### config.mk
export PLATFORM = sky130hd
export DESIGN_NAME = pmc_bank
export DESIGN_NICKNAME = d
export VERILOG_FILES = /design/src/rtl/pmc_pkg.sv /design/src/rtl/pmc_qualifier.sv /design/src/rtl/pmc_counter.sv /design/src/rtl/pmc_bank.sv
export SDC_FILE = /design/constraint.sdc
export NUM_CORES = 2
export LEC_CHECK = 0
export ABC_AREA = 1
export BUFFER_PORTS_ARGS = -buffer_cell sky130_fd_sc_hd__buf_2
export CORE_MARGIN = 5
export CORE_UTILIZATION = 42
export CTS_CLUSTER_SIZE = 12
export DETAILED_ROUTE_END_ITERATION = 10
export SYNTH_ARGS = -nofsm -noshare
export SYNTH_HDL_FRONTEND = slang
export SYNTH_SLANG_ARGS = --single-unit
### constraint.sdc
create_clock -name clk_i -period 10.9 [get_ports clk_i]
set_input_delay 0 -clock clk_i [delete_from_list [all_inputs] [get_ports clk_i]]
set_output_delay 0 -clock clk_i [all_outputs]
set_load 0.03 [all_outputs]
### src/rtl/pmc_pkg.sv
package pmc_pkg;

    parameter int PMC_NUM_GEN = 6;
    parameter int PMC_NUM_FIX = 3;
    parameter int PMC_CNT_W   = 48;
    parameter int PMC_EVT_W   = 4;
    parameter int PMC_THR_W   = 8;
    parameter int PMC_DATA_W  = 64;
    parameter int PMC_ADDR_W  = 5;

    // register map
    localparam int A_GEN_VAL   = 0;
    localparam int A_GEN_CFG   = 8;
    localparam int A_FIX_VAL   = 16;
    localparam int A_FIX_CFG   = 20;
    localparam int A_OVF       = 24;
    localparam int A_ERR       = 25;
    localparam int OVF_FIX_OFF = 8;
    localparam int FIX_CFG_STRIDE = 4;

    // general counter configuration word fields
    localparam int CFG_EN_BIT   = 0;
    localparam int CFG_USER_BIT = 1;
    localparam int CFG_KERN_BIT = 2;
    localparam int CFG_INV_BIT  = 3;
    localparam int CFG_EDGE_BIT = 4;
    localparam int CFG_THR_LSB  = 8;

    typedef struct packed {
        logic [PMC_THR_W-1:0] thr;
        logic                 edge_en;
        logic                 inv;
        logic                 kern;
        logic                 user;
        logic                 en;
    } gen_cfg_t;

    typedef struct packed {
        logic kern;
        logic user;
        logic en;
    } fix_cfg_t;

    function automatic logic priv_allows(input logic [1:0] lvl,
                                         input logic user, input logic kern);
        return (lvl == 2'd0) ? kern : user;
    endfunction

endpackage

### src/rtl/pmc_qualifier.sv
module pmc_qualifier
    import pmc_pkg::*;
#(
    parameter int EVT_W = PMC_EVT_W
) (
    input  logic             clk_i,
    input  logic             rst_ni,
    input  gen_cfg_t         cfg_i,
    input  logic             cfg_wr_i,
    input  logic [EVT_W-1:0] evt_cnt_i,
    input  logic [1:0]       priv_lvl_i,
    output logic [EVT_W-1:0] inc_o,
    output logic             bad_cfg_o
);

    localparam int CMP_W = (EVT_W > PMC_THR_W) ? EVT_W : PMC_THR_W;

    typedef struct packed {
        logic prev;
    } qual_state_t;

    qual_state_t s_d, s_q;
    logic             gate_ok;
    logic             meets;
    logic             cond;
    logic [EVT_W-1:0] base_inc;

    always_comb begin
        s_d       = s_q;
        gate_ok   = cfg_i.en && priv_allows(priv_lvl_i, cfg_i.user, cfg_i.kern);
        meets     = CMP_W'(evt_cnt_i) >= CMP_W'(cfg_i.thr);
        cond      = meets ^ cfg_i.inv;
        bad_cfg_o = cfg_i.en && cfg_i.edge_en && (cfg_i.thr == '0);

        if (cfg_i.thr == '0) begin
            base_inc = cfg_i.edge_en ? '0 : evt_cnt_i;
        end else if (cfg_i.edge_en) begin
            base_inc = (cond && !s_q.prev) ? EVT_W'(1) : '0;
        end else begin
            base_inc = cond ? EVT_W'(1) : '0;
        end

        inc_o = gate_ok ? base_inc : '0;

        if (!cfg_i.en || cfg_wr_i || (cfg_i.thr == '0)) begin
            s_d.prev = 1'b0;
        end else begin
            s_d.prev = cond;
        end
    end

    always_ff @(posedge clk_i) begin
        if (!rst_ni) s_q <= '0;
        else         s_q <= s_d;
    end

    // privilege gate blocks every increment
    assert_priv_gate_R3: assert property (@(posedge clk_i) disable iff (!rst_ni)
        !priv_allows(priv_lvl_i, cfg_i.user, cfg_i.kern) |-> (inc_o == '0));

    // edge mode with a zero threshold never counts
    assert_edge_thr0_R7: assert property (@(posedge clk_i) disable iff (!rst_ni)
        (cfg_i.edge_en && cfg_i.thr == '0) |-> (inc_o == '0));

    // edge mode adds at most one, and never twice in a row
    assert_edge_single_R6: assert property (@(posedge clk_i) disable iff (!rst_ni)
        (cfg_i.edge_en && cfg_i.thr != '0) |-> (inc_o <= EVT_W'(1)));

    assert_edge_no_repeat_R6: assert property (@(posedge clk_i) disable iff (!rst_ni)
        (cfg_i.edge_en && cfg_i.thr != '0 && inc_o != '0 && !cfg_wr_i)
            |=> (!cfg_i.edge_en || cfg_i.thr == '0 || inc_o == '0 || $past(cfg_wr_i)));

endmodule

### src/rtl/pmc_counter.sv
module pmc_counter #(
    parameter int CNT_W = 48,
    parameter int INC_W = 4
) (
    input  logic             clk_i,
    input  logic             rst_ni,
    input  logic             wr_i,
    input  logic [CNT_W-1:0] wdata_i,
    input  logic [INC_W-1:0] inc_i,
    input  logic             ovf_clr_i,
    output logic [CNT_W-1:0] val_o,
    output logic             ovf_o
);

    typedef struct packed {
        logic [CNT_W-1:0] val;
        logic             ovf;
    } cnt_state_t;

    cnt_state_t     s_d, s_q;
    logic [CNT_W:0] sum;
    logic           wrap;

    always_comb begin
        s_d   = s_q;
        sum   = {1'b0, s_q.val} + (CNT_W + 1)'(inc_i);
        wrap  = !wr_i && sum[CNT_W];
        s_d.val = wr_i ? wdata_i : sum[CNT_W-1:0];
        s_d.ovf = wrap || (s_q.ovf && !ovf_clr_i);
    end

    always_ff @(posedge clk_i) begin
        if (!rst_ni) s_q <= '0;
        else         s_q <= s_d;
    end

    assign val_o = s_q.val;
    assign ovf_o = s_q.ovf;

    assert_write_wins_R8: assert property (@(posedge clk_i) disable iff (!rst_ni)
        wr_i |=> (val_o == $past(wdata_i)));

    assert_hold_idle_R2: assert property (@(posedge clk_i) disable iff (!rst_ni)
        (!wr_i && inc_i == '0) |=> (val_o == $past(val_o)));

    assert_ovf_on_wrap_R9: assert property (@(posedge clk_i) disable iff (!rst_ni)
        $rose(ovf_o) |-> (!$past(wr_i) && (val_o < $past(val_o))));

endmodule

### src/rtl/pmc_bank.sv
module pmc_bank
    import pmc_pkg::*;
#(
    parameter int NUM_GEN = PMC_NUM_GEN,
    parameter int NUM_FIX = PMC_NUM_FIX,
    parameter int CNT_W   = PMC_CNT_W,
    parameter int EVT_W   = PMC_EVT_W,
    parameter int DATA_W  = PMC_DATA_W,
    parameter int ADDR_W  = PMC_ADDR_W
) (
    input  logic                     clk_i,
    input  logic                     rst_ni,
    input  logic [1:0]               priv_lvl_i,
    input  logic [NUM_GEN*EVT_W-1:0] evt_cnt_i,
    input  logic [NUM_FIX-1:0]       fix_evt_i,
    input  logic                     wr_en_i,
    input  logic [ADDR_W-1:0]        wr_addr_i,
    input  logic [DATA_W-1:0]        wr_data_i,
    input  logic [ADDR_W-1:0]        rd_addr_i,
    output logic [DATA_W-1:0]        rd_data_o,
    output logic [NUM_GEN+NUM_FIX-1:0] ovf_o,
    output logic [NUM_GEN-1:0]       cfg_err_o
);

    localparam int NUM_ALL = NUM_GEN + NUM_FIX;

    typedef struct packed {
        gen_cfg_t [NUM_GEN-1:0] gcfg;
        fix_cfg_t [NUM_FIX-1:0] fcfg;
        logic     [NUM_GEN-1:0] err;
    } bank_state_t;

    bank_state_t s_d, s_q;

    logic [NUM_GEN-1:0] gen_val_wr, gen_cfg_wr, gen_bad, gen_ovf, gen_ovf_clr;
    logic [NUM_FIX-1:0] fix_val_wr, fix_ovf, fix_ovf_clr, fix_hit;
    logic               fix_cfg_wr, ovf_wr, err_wr;
    logic [EVT_W-1:0]   gen_inc [NUM_GEN];
    logic [CNT_W-1:0]   gen_val [NUM_GEN];
    logic [CNT_W-1:0]   fix_val [NUM_FIX];
    logic               unused_wdata;

    assign unused_wdata = ^wr_data_i[DATA_W-1:CNT_W];

    // write decode
    always_comb begin
        fix_cfg_wr = wr_en_i && (wr_addr_i == ADDR_W'(A_FIX_CFG));
        ovf_wr     = wr_en_i && (wr_addr_i == ADDR_W'(A_OVF));
        err_wr     = wr_en_i && (wr_addr_i == ADDR_W'(A_ERR));
        for (int i = 0; i < NUM_GEN; i++) begin
            gen_val_wr[i]  = wr_en_i && (wr_addr_i == ADDR_W'(A_GEN_VAL + i));
            gen_cfg_wr[i]  = wr_en_i && (wr_addr_i == ADDR_W'(A_GEN_CFG + i));
            gen_ovf_clr[i] = ovf_wr && wr_data_i[i];
        end
        for (int j = 0; j < NUM_FIX; j++) begin
            fix_val_wr[j]  = wr_en_i && (wr_addr_i == ADDR_W'(A_FIX_VAL + j));
            fix_ovf_clr[j] = ovf_wr && wr_data_i[OVF_FIX_OFF + j];
            fix_hit[j]     = fix_evt_i[j] && s_q.fcfg[j].en &&
                             priv_allows(priv_lvl_i, s_q.fcfg[j].user, s_q.fcfg[j].kern);
        end
    end

    // configuration and status next state
    always_comb begin
        s_d = s_q;
        for (int i = 0; i < NUM_GEN; i++) begin
            if (gen_cfg_wr[i]) begin
                s_d.gcfg[i].en      = wr_data_i[CFG_EN_BIT];
                s_d.gcfg[i].user    = wr_data_i[CFG_USER_BIT];
                s_d.gcfg[i].kern    = wr_data_i[CFG_KERN_BIT];
                s_d.gcfg[i].inv     = wr_data_i[CFG_INV_BIT];
                s_d.gcfg[i].edge_en = wr_data_i[CFG_EDGE_BIT];
                s_d.gcfg[i].thr     = wr_data_i[CFG_THR_LSB +: PMC_THR_W];
            end
            s_d.err[i] = gen_bad[i] || (s_q.err[i] && !(err_wr && wr_data_i[i]));
        end
        if (fix_cfg_wr) begin
            for (int j = 0; j < NUM_FIX; j++) begin
                s_d.fcfg[j] = wr_data_i[FIX_CFG_STRIDE*j +: 3];
            end
        end
    end

    always_ff @(posedge clk_i) begin
        if (!rst_ni) s_q <= '0;
        else         s_q <= s_d;
    end

    // general counters
    for (genvar g = 0; g < NUM_GEN; g++) begin : g_gen
        pmc_qualifier #(.EVT_W(EVT_W)) u_qual (
            .clk_i      (clk_i),
            .rst_ni     (rst_ni),
            .cfg_i      (s_q.gcfg[g]),
            .cfg_wr_i   (gen_cfg_wr[g]),
            .evt_cnt_i  (evt_cnt_i[g*EVT_W +: EVT_W]),
            .priv_lvl_i (priv_lvl_i),
            .inc_o      (gen_inc[g]),
            .bad_cfg_o  (gen_bad[g])
        );
        pmc_counter #(.CNT_W(CNT_W), .INC_W(EVT_W)) u_cnt (
            .clk_i     (clk_i),
            .rst_ni    (rst_ni),
            .wr_i      (gen_val_wr[g]),
            .wdata_i   (wr_data_i[CNT_W-1:0]),
            .inc_i     (gen_inc[g]),
            .ovf_clr_i (gen_ovf_clr[g]),
            .val_o     (gen_val[g]),
            .ovf_o     (gen_ovf[g])
        );

        assert_err_sticky_R7: assert property (@(posedge clk_i) disable iff (!rst_ni)
            (cfg_err_o[g] && !(err_wr && wr_data_i[g])) |=> cfg_err_o[g]);
    end

    // fixed counters
    for (genvar f = 0; f < NUM_FIX; f++) begin : g_fix
        pmc_counter #(.CNT_W(CNT_W), .INC_W(1)) u_cnt (
            .clk_i     (clk_i),
            .rst_ni    (rst_ni),
            .wr_i      (fix_val_wr[f]),
            .wdata_i   (wr_data_i[CNT_W-1:0]),
            .inc_i     (fix_hit[f]),
            .ovf_clr_i (fix_ovf_clr[f]),
            .val_o     (fix_val[f]),
            .ovf_o     (fix_ovf[f])
        );

        assert_fix_idle_R10: assert property (@(posedge clk_i) disable iff (!rst_ni)
            (!fix_evt_i[f] && !fix_val_wr[f]) |=> (fix_val[f] == $past(fix_val[f])));
    end

    // read mux
    always_comb begin
        rd_data_o = '0;
        for (int i = 0; i < NUM_GEN; i++) begin
            if (rd_addr_i == ADDR_W'(A_GEN_VAL + i)) rd_data_o = DATA_W'(gen_val[i]);
            if (rd_addr_i == ADDR_W'(A_GEN_CFG + i)) begin
                rd_data_o[CFG_EN_BIT]                  = s_q.gcfg[i].en;
                rd_data_o[CFG_USER_BIT]                = s_q.gcfg[i].user;
                rd_data_o[CFG_KERN_BIT]                = s_q.gcfg[i].kern;
                rd_data_o[CFG_INV_BIT]                 = s_q.gcfg[i].inv;
                rd_data_o[CFG_EDGE_BIT]                = s_q.gcfg[i].edge_en;
                rd_data_o[CFG_THR_LSB +: PMC_THR_W]    = s_q.gcfg[i].thr;
            end
            if (rd_addr_i == ADDR_W'(A_OVF)) rd_data_o[i] = gen_ovf[i];
            if (rd_addr_i == ADDR_W'(A_ERR)) rd_data_o[i] = s_q.err[i];
        end
        for (int j = 0; j < NUM_FIX; j++) begin
            if (rd_addr_i == ADDR_W'(A_FIX_VAL + j)) rd_data_o = DATA_W'(fix_val[j]);
            if (rd_addr_i == ADDR_W'(A_FIX_CFG))
                rd_data_o[FIX_CFG_STRIDE*j +: 3] = s_q.fcfg[j];
            if (rd_addr_i == ADDR_W'(A_OVF)) rd_data_o[OVF_FIX_OFF + j] = fix_ovf[j];
        end
    end

    assign cfg_err_o = s_q.err;
    assign ovf_o     = NUM_ALL'({fix_ovf, gen_ovf});

endmodule

==> out/summary.txt <==
Status: completed
Netlist cell types: 68
Pleak: 18.3 nW
Global-route wire length before repair: 272 mm
Wire length per cell: 26.6 um
Hold WC Path Type: input port to register
Max Cap Viol: 0
Min Hold Slack: 0.0340 ns
Crit Path Category: register to register
Synth Flop Type: dfxtp_1
Crit path capture type: register
Synth top area share: 0.287
Worst-Skew Late Latency: 0.65 ns
Seq/Total Area, Yosys: 0.287
Setup_tns: 0 ns
Max Fanout on Critical Path: 5
Area leader, netlist: dfxtp_1
Setup Skew: 0.0209 ns
CP startpoint: s_q[49]
R2R cell count: 19
FF-to-FF setup slack: 6.28 ns
Async set or reset register ratio after synthesis: 0
TritonCTS Buffers: 70
Largest net degree at the start of global routing: 154
Layout area overhead: 12.0%
Die width: 309 um
Total grt overflow: 0
Layout cells sized above 1: 0.0847
Detailed Route WL: 191 mm
Worst path arrival time: 5.18 ns
Final min period: 4.62 ns
Pwr Total: 4.91 mW
PwrDens: 116 mW/mm2
Register Area: 0.0108 mm2
RePlAce Congestion: 1.00
Design area: 0.0422 mm2
RSZ-0062 raised after global routing: false
I/O pins: 185
Post CTS Setup Buffer Count: 0
Vias in the first global route: 39500
Util after Layout: 0.476
ANT nets after route: 0
Initial Utilization: 0.425
CORE AREA: 0.0886 mm2
Die Ht: 309 um
Ys Warns: 0
Placement Cell Area: 0.0391 mm2
Final hold vios: 0
FP Rows: 109
Antenna violations before repair: 11
Worst-margin pin slew: 1.15 ns
Final setup viols: 0
Min-delay src: wr_data_i[40]
Vias/cell: 5.80
Max VDD drop: 0.000101 V
Reg clk slew, reported paths: 0.06 ns
Post-CTS resize count: 0
Overall Global Routing Usage: 0.386
Worst Hold End: g_gen[1].u_cnt.val_o[40]
Area of the multi-input gates: 0.0220 mm2
Crit share post-route: 0.424
HPWL Detailed: 147 mm
#FFs+latches synth: 540
# nets final: 6134
Synthesized area: 0.0376 mm2
# H-tree levels: 3
Clock Tree Buf Depth: 3
Critical Path RT: 11.46 ns
Origin of the critical flop-to-flop path: s_q[49]
Synthesized area per cell: 6.39 um2
Startpoint types: register
IO buf count: 152
Initial DRC Count: 4898
Clock tree sinks: 540
Vias: 41700
Synth top area cells: dfxtp_1 29%, nand2_1 11%, inv_1 9.7%, nand3_1 5.8%, o21ai_0 5.2%
Fmax: 216 MHz
Slew Limit Fails: 0
Worst Hold Depth: 3
1st-pass router iterations: 8
Worst R2R End: g_gen[2].u_cnt.ovf_o
Die area: 0.0957 mm2
Relative slew slack: 0.227
Cells after Synth: 5889
Number of fill cells in the layout: 9545
DRC violations left: 0
Clock root cell: clkbuf_16
Post-synth EDFFs: 0
CTS tree: done
[through the flow]
| step | cells | worst slack [ns] |
|---|---|---|
| floorplan | 5904 | 7.44 |
| global placement | 6997 | 6.43 |
| detailed placement | 6997 | 6.40 |
| CTS | 7186 | 6.35 |
| global route | 7186 | 5.98 |
| finish | 7187 | 6.28 |
[worst max-delay path, stage by stage, from the launching register on]
cell and delay (ns):
dfxtp_1 0.35, inv_1 0.07, ha_1 0.29, a21oi_1 0.15, o21ai_0 0.09, o21ai_0 0.22
xor2_1 0.11, o21ai_0 0.17, nand2_1 0.07, nor2_1 0.11, ha_1 0.20, inv_1 0.07
fa_1 0.42, inv_1 0.19, a31oi_2 0.30, inv_2 0.22, nand2_1 0.28, nor2_1 0.40
nand4_1 0.56, a21oi_1 0.28
[registers in the layout, indices dropped and copies added, names as in the netlist]
| register | count |
|---|---|
| g_gen.u_cnt.ovf_o | 6 |
| g_fix.u_cnt.ovf_o | 3 |
| cfg_err_o | 6 |
| g_gen.u_cnt.val_o | 288 |
| g_gen.u_qual.s_q | 6 |
| g_fix.u_cnt.val_o | 144 |
| s_q | 87 |
[where the power goes]
part / internal (mW) / total (mW) / switching, mW
Clock: 1.48 / 2.49 / 1.01
Sequential: 2.00 / 2.03 / 0.0298
Combinational: 0.0919 / 0.394 / 0.302
[layout by cell type, fill, tap and decap left out, drive strengths merged, types with 8 or more instances in the layout]
cell / netlist / routed
nand2: 1166 / 1166
inv: 997 / 1001
dfxtp: 540 / 540
nor2: 523 / 523
nand3: 455 / 455
o21ai: 416 / 416
a21oi: 322 / 322
o211ai: 227 / 227
buf: 74 / 191
xor2: 186 / 186
nand4: 165 / 165
nor3: 156 / 156
nor4: 132 / 132
clkbuf: 189 / 96
dlygate4sd3: 0 / 64
ha: 54 / 54
or2: 43 / 43
o22ai: 40 / 40
xnor2: 39 / 39
o2111ai: 36 / 36
clkinv: 13 / 28
o221ai: 22 / 22
conb: 1 / 16
o21bai: 15 / 15
a211oi: 14 / 14
nand3b: 10 / 10
o311ai: 10 / 10
a31oi: 9 / 9
bufinv: 0 / 8
[layer usage]
layer	GRT usage	wire length, um	vias to the layer above
met5	0	34	-
met4	0.224	13800	6
met3	0.0555	14900	515
met2	0.636	86700	1935
met1	0.485	75400	19600
li1	-	-	19700
[cell type report]
cell class | count | share of cell area
Antenna cell | 1 | 0.0000594
Clock buffer | 96 | 0.0472
Clock inverter | 29 | 0.00982
Inverter | 1010 | 0.0901
Multi-Input combinational cell | 4091 | 0.521
Sequential cell | 540 | 0.256
Tap cell | 1165 | 0.0346
Timing Repair Buffer | 255 | 0.0407
[repair_timing]
item	in CTS	in global routing
endpoints found under the hold margin	260	0
setup endpoints to repair	0	0
hold buffers	64	0
[kinds of logic (layout without fill, tap and decap cells)]
group | after synthesis | after routing | share of synthesized area
and+or+nand+nor | 2666 | 2666 | 0.329
adders and majority gates | 60 | 60 | 0.0211
xor gates and xnor gates | 225 | 225 | 0.0524
DFF | 540 | 540 | 0.287
other | 1 | 17 | 0.0000996
AOI/OAI and AO/OA | 1124 | 1124 | 0.178
buffers and inverters | 1273 | 1390 | 0.132
[how the worst max path moves through the flow]
stage,endpoint,slack [ns]
global placement,g_gen[2].u_cnt.ovf_o,6.43
floorplan,g_gen[1].u_cnt.val_o[28],7.44
global route,g_gen[2].u_cnt.ovf_o,5.98
detailed placement,g_gen[2].u_cnt.ovf_o,6.40
CTS,g_gen[2].u_cnt.ovf_o,6.35
finish,g_gen[2].u_cnt.ovf_o,6.28
[synthesized netlist by cell type, types with 125 or more instances]
master,n
nor3_1,142
nor4_1,125
xor2_1,186
inv_1,969
nand2_1,1140
nand3_1,437
a21oi_1,317
clkbuf_1,189
dfxtp_1,540
o21ai_0,393
nand4_1,162
o211ai_1,225
nor2_1,470
Power figures use the tool's default switching activity.
